==> src/rtl/subpel_pkg.sv <==
package subpel_pkg;

  localparam int NTAPS = 8;

  localparam logic signed [7:0] HALF_TAPS [NTAPS] = '{
    -8'sd1, 8'sd4, -8'sd11, 8'sd40, 8'sd40, -8'sd11, 8'sd4, -8'sd1
  };

  localparam logic signed [7:0] QTR_TAPS [NTAPS] = '{
    -8'sd1, 8'sd4, -8'sd10, 8'sd58, 8'sd17, -8'sd5, 8'sd1, 8'sd0
  };

  // frac: 1 quarter, 2 half, 3 three-quarter (quarter set mirrored)
  function automatic logic signed [7:0] tap_coef(input int frac, input int idx);
    logic signed [7:0] c;
    case (frac)
      1:       c = QTR_TAPS[idx];
      3:       c = QTR_TAPS[NTAPS-1-idx];
      default: c = HALF_TAPS[idx];
    endcase
    return c;
  endfunction

endpackage

==> src/rtl/subpel_window.sv <==
module subpel_window #(
  parameter int PIX_W = 8,
  parameter int TAPS  = 8
) (
  input  logic                        clk,
  input  logic                        rst_n,
  input  logic                        in_valid,
  input  logic [PIX_W-1:0]            in_pixel,
  output logic [TAPS-1:0][PIX_W-1:0]  win,
  output logic                        fire
);
  localparam int CNT_W = $clog2(TAPS + 1);
  localparam logic [CNT_W-1:0] FULL    = CNT_W'(TAPS);
  localparam logic [CNT_W-1:0] ALMOST  = CNT_W'(TAPS - 1);

  logic [CNT_W-1:0] fill;

  // win[TAPS-1] is newest, win[0] oldest
  always_ff @(posedge clk or negedge rst_n) begin
    if (!rst_n) begin
      win  <= '0;
      fill <= '0;
      fire <= 1'b0;
    end else if (in_valid) begin
      win  <= {in_pixel, win[TAPS-1:1]};
      fill <= (fill == FULL) ? FULL : fill + 1'b1;
      fire <= (fill >= ALMOST);
    end else begin
      fill <= '0;
      fire <= 1'b0;
    end
  end

endmodule

==> src/rtl/subpel_mac.sv <==
module subpel_mac #(
  parameter int PIX_W  = 8,
  parameter int TAPS   = 8,
  parameter int PROD_W = 16,
  parameter int SUM_W  = 19,
  parameter int FRAC   = 2
) (
  input  logic [TAPS-1:0][PIX_W-1:0] win,
  output logic signed [SUM_W-1:0]    sum
);
  logic signed [PROD_W-1:0] prod [TAPS];

  for (genvar i = 0; i < TAPS; i++) begin : g_tap
    localparam logic signed [PROD_W-1:0] CF = PROD_W'(subpel_pkg::tap_coef(FRAC, i));
    logic signed [PROD_W-1:0] px;
    assign px      = $signed({{(PROD_W-PIX_W){1'b0}}, win[i]});
    assign prod[i] = px * CF;
  end

  always_comb begin
    sum = '0;
    for (int i = 0; i < TAPS; i++) begin
      sum = sum + SUM_W'(prod[i]);
    end
  end

endmodule

==> src/rtl/subpel_round_clip.sv <==
module subpel_round_clip #(
  parameter int PIX_W = 8,
  parameter int SUM_W = 19,
  parameter int SHIFT = 6
) (
  input  logic signed [SUM_W-1:0] sum,
  output logic [PIX_W-1:0]        pix
);
  localparam logic signed [SUM_W-1:0] RND  = SUM_W'(1 << (SHIFT - 1));
  localparam logic signed [SUM_W-1:0] MAXV = SUM_W'((1 << PIX_W) - 1);

  logic signed [SUM_W-1:0] biased;
  logic signed [SUM_W-1:0] scaled;

  assign biased = sum + RND;
  assign scaled = biased >>> SHIFT;

  always_comb begin
    if (scaled < 0)         pix = '0;
    else if (scaled > MAXV) pix = '1;
    else                    pix = scaled[PIX_W-1:0];
  end

endmodule

==> src/rtl/subpel_hfilter.sv <==
module subpel_hfilter #(
  parameter int FRAC   = 2,
  parameter int PIX_W  = 8,
  parameter int PROD_W = 16,
  parameter int SHIFT  = 6
) (
  input  logic             clk,
  input  logic             rst_n,
  input  logic             in_valid,
  input  logic [PIX_W-1:0] in_pixel,
  output logic             out_valid,
  output logic [PIX_W-1:0] out_pixel
);
  localparam int TAPS  = subpel_pkg::NTAPS;
  localparam int SUM_W = PROD_W + $clog2(TAPS);

  logic [TAPS-1:0][PIX_W-1:0] win;
  logic                       fire;
  logic signed [SUM_W-1:0]    sum;
  logic [PIX_W-1:0]           pix;

  subpel_window #(.PIX_W(PIX_W), .TAPS(TAPS)) u_win (
    .clk      (clk),
    .rst_n    (rst_n),
    .in_valid (in_valid),
    .in_pixel (in_pixel),
    .win      (win),
    .fire     (fire)
  );

  subpel_mac #(
    .PIX_W(PIX_W), .TAPS(TAPS), .PROD_W(PROD_W), .SUM_W(SUM_W), .FRAC(FRAC)
  ) u_mac (
    .win (win),
    .sum (sum)
  );

  subpel_round_clip #(.PIX_W(PIX_W), .SUM_W(SUM_W), .SHIFT(SHIFT)) u_norm (
    .sum (sum),
    .pix (pix)
  );

  always_ff @(posedge clk or negedge rst_n) begin
    if (!rst_n) begin
      out_valid <= 1'b0;
      out_pixel <= '0;
    end else begin
      out_valid <= fire;
      if (fire) out_pixel <= pix;
    end
  end

endmodule

==> config.mk <==
export PLATFORM = sky130hd
export DESIGN_NAME = subpel_hfilter
export DESIGN_NICKNAME = d
export VERILOG_FILES = /design/src/rtl/subpel_pkg.sv /design/src/rtl/subpel_window.sv /design/src/rtl/subpel_mac.sv /design/src/rtl/subpel_round_clip.sv /design/src/rtl/subpel_hfilter.sv
export SDC_FILE = /design/constraint.sdc
export NUM_CORES = 1
export LEC_CHECK = 0
export ABC_AREA = 1
export BUFFER_PORTS_ARGS = -buffer_cell sky130_fd_sc_hd__buf_2
export CORE_MARGIN = 10
export CORE_UTILIZATION = 48
export CTS_CLUSTER_DIAMETER = 50
export DETAILED_ROUTE_END_ITERATION = 10
export GPL_TIMING_DRIVEN = 0
export SETUP_SLACK_MARGIN = 0.05
export SLEW_MARGIN = 20
export SYNTH_ARGS = -nofsm -noshare
export SYNTH_HDL_FRONTEND = slang
export SYNTH_SLANG_ARGS = --single-unit
==> constraint.sdc <==
create_clock -name clk -period 12.4 [get_ports clk]
set_clock_uncertainty 0.1 [all_clocks]
set_input_delay 2.48 -clock clk [delete_from_list [all_inputs] [get_ports clk]]
set_output_delay 2.48 -clock clk [all_outputs]
set_load 0.01 [all_outputs]
==> results.toml <==
[logic_synthesis]
synth_top_area_share_pct = 22.83
synth_area_mm2 = 0.008548
yosysTopAreaCell = "dfrtp_1"
syn_inst = 984
ys_ff_latch = 78
yosys_most_used_dff = "dfrtp_1"
ys_seq_area_share_pct = 22.83
synth_area_per_cell_um2 = 8.687
synthArstFlopShare_pct = 100.0
synth_area_leaders = "dfrtp_1 (23%), ha_1 (20%), fa_1 (20%)"
ys_types = 39
synthesis.nets = 1219
synth-edff-count = 0
ys_warn_count = 0

[min_path]
worstHoldPathType = "reg -> reg"
whs_path_depth = 0
hp-start = "u_win.fire"

[die]
fp.dieW_um = 153.5
fp-row-count = 48
num_io_pins = 20
start_util_pct = 49.25
die_height_um = 153.5
dieArea_mm2 = 0.02355
core_mm2 = 0.01736

[timing]
fin_crit_ns = 8.581
timing.fmax_mhz = 116.5
slew_viol_final = 0
rsz0062_at_grt = "no"
setup_viol = 0
max_slew.worst_pin.slew_ns = 0.7433
setup-tns-final_ns = 0
period_share_pct = 69.20
finalHoldViolCount = 0
relSlewSlack_pct = 50.44

[worst_setup_path]
rrSetupSlack_ns = 3.82
crit_path_frequent_cell = "nand2_1"
critPathRequiredTime_ns = 12.54
max_stage_delay_ns = 0.53
cp.arrival_ns = 8.72
cp-startpoint = "u_win.win[2]"
rr_worst_depth = 37
worstPathMaxFanout = 8
critPathCapture = "out_pixel[6]"
cp_slowest_cell = "fa_1"
rr_startpoint = "u_win.win[2]"
worstReg2RegEnd = "out_pixel[6]"
endpoint_kind = "register"
start_kind = "register"
path_class = "reg -> reg"

[detailed_routing]
routedWlPerCell_um = 14.69
vias = 6114
drc = 0
routed_wl_mm = 18.26
ant_nets = 0
viasPerCell = 4.919
dr.pass1.iters = 4
drt_iter0_drc = 308

[cts]
clk_latency_ns = 0.34
post_cts_buffers = 0
cts-root-buf = "clkbuf_16"
clk_pin_slew_ns = 0.06
htreeDepth = 3
cts_sinks = 78
postCtsResizedCells = 0
cts_tree = "built"
cts_buffers = 9
cts_buffer_depth = 2
hold_buffers = 0

[global_routing]
grt_pass1_vias = 6408
grt_pass1_wl_mm = 31.33
grt.total_usage_pct = 16.30
antenna_found_initial = 0
overflow = 0
grt_max_degree = 49

[run]
maxCapViolations = 0

[cells_and_area]
seq_area_mm2 = 0.001952
final_cell_mix = "inv_1 (243), nand2_1 (158), ha_1 (138)"
drive_gt1_share_pct = 5.599
final_common_cell = "inv_1"
syn2layout_area_growth_pct = 8.665
nNetsFinal = 1249
n_fill_cell = 1650
multi_input_area_mm2 = 0.005617
antenna_cells = 0

[place]
portBuffers = 18
place.gp.congestion = 0.8361
dp_hpwl_mm = 15.41

[outcome]
outcome = "completed"
==> registers in the layout, summed over array words and instances (netlist names) <==
name and count:
u_win.win 64, out_valid 1, u_win.fire 1, u_win.fill 4, out_pixel 8
==> stage by stage <==
step	hold slack (ns)	setup slack (ns)	utilization [%]	cell area, um2	cells
CTS	0.2970	3.772	53.52	9289	1243
finish	0.2885	3.819	53.52	9289	1243
detailed placement	0.2828	3.794	51.52	8942	1228
global placement	0.2830	3.889	51.39	8920	1227
floorplan	0.2609	4.817	-	8548	984
global route	0.3109	3.250	53.52	9289	1243
==> area by class of cell <==
cell class                      count  share of cell area, %
Buffer                             14                 0.5657
Clock buffer                       10                  2.573
Sequential cell                    78                  21.01
Inverter                          247                  9.981
Clock inverter                      5                  1.158
Tap cell                          225                  3.031
Timing Repair Buffer               19                  1.212
Multi-Input combinational cell    645                  60.47
==> worst max-delay path: cells and delay by family (launching register included) <==
kind | cells | cell delay [ns]
and+or+nand+nor | 15 | 1.93
adders and majority gates | 11 | 4.85
xor gates and xnor gates | 1 | 0.23
buffers and inverters | 7 | 0.37
DFF | 1 | 0.41
AOI/OAI and AO/OA | 3 | 0.59
==> worst min path at each step <==
stage,endpoint
final,out_valid
after detailed placement,out_valid
after CTS,out_valid
after floorplan,out_valid
after global routing,out_valid
after global placement,out_valid
==> cell families after synthesis <==
logic type                 Yosys count  share of synthesized area (%)
xor gates and xnor gates            41                          4.201
buffers and inverters              261                          11.46
adders and majority gates          224                          40.34
AOI/OAI and AO/OA                  135                          8.826
DFF                                 78                          22.83
and+or+nand+nor                    242                          11.94
muxes                                3                         0.3952
==> layer usage <==
| metal | GRT usage [%] | share of wire [%] |
|---|---|---|
| met4 | 2.924 | 1.0 |
| met2 | 27.99 | 48 |
| met3 | 2.946 | 3.0 |
| met1 | 21.10 | 48 |
| met5 | 0 | 0 |
==> synthesized netlist by cell type (2+ instances only) <==
| master | count |
|---|---|
| a21oi_1 | 54 |
| inv_2 | 3 |
| o21bai_4 | 2 |
| clkbuf_1 | 13 |
| xnor2_1 | 16 |
| a31oi_1 | 2 |
| xor2_1 | 25 |
| mux2_2 | 3 |
| nand2_2 | 6 |
| nand2_1 | 158 |
| nor2_1 | 41 |
| o31ai_1 | 2 |
| o21ai_1 | 5 |
| nand3_1 | 19 |
| a21oi_2 | 2 |
| ha_1 | 138 |
| dfrtp_1 | 78 |
| inv_1 | 243 |
| fa_1 | 86 |
| o21bai_1 | 2 |
| o21ai_0 | 59 |
| nor3b_1 | 2 |
| nor4_1 | 2 |
| nor3_1 | 8 |
Power is left out: the tool's default activity adds up to more than one toggle a clock period on the data nets, which glitch-free logic cannot reach.
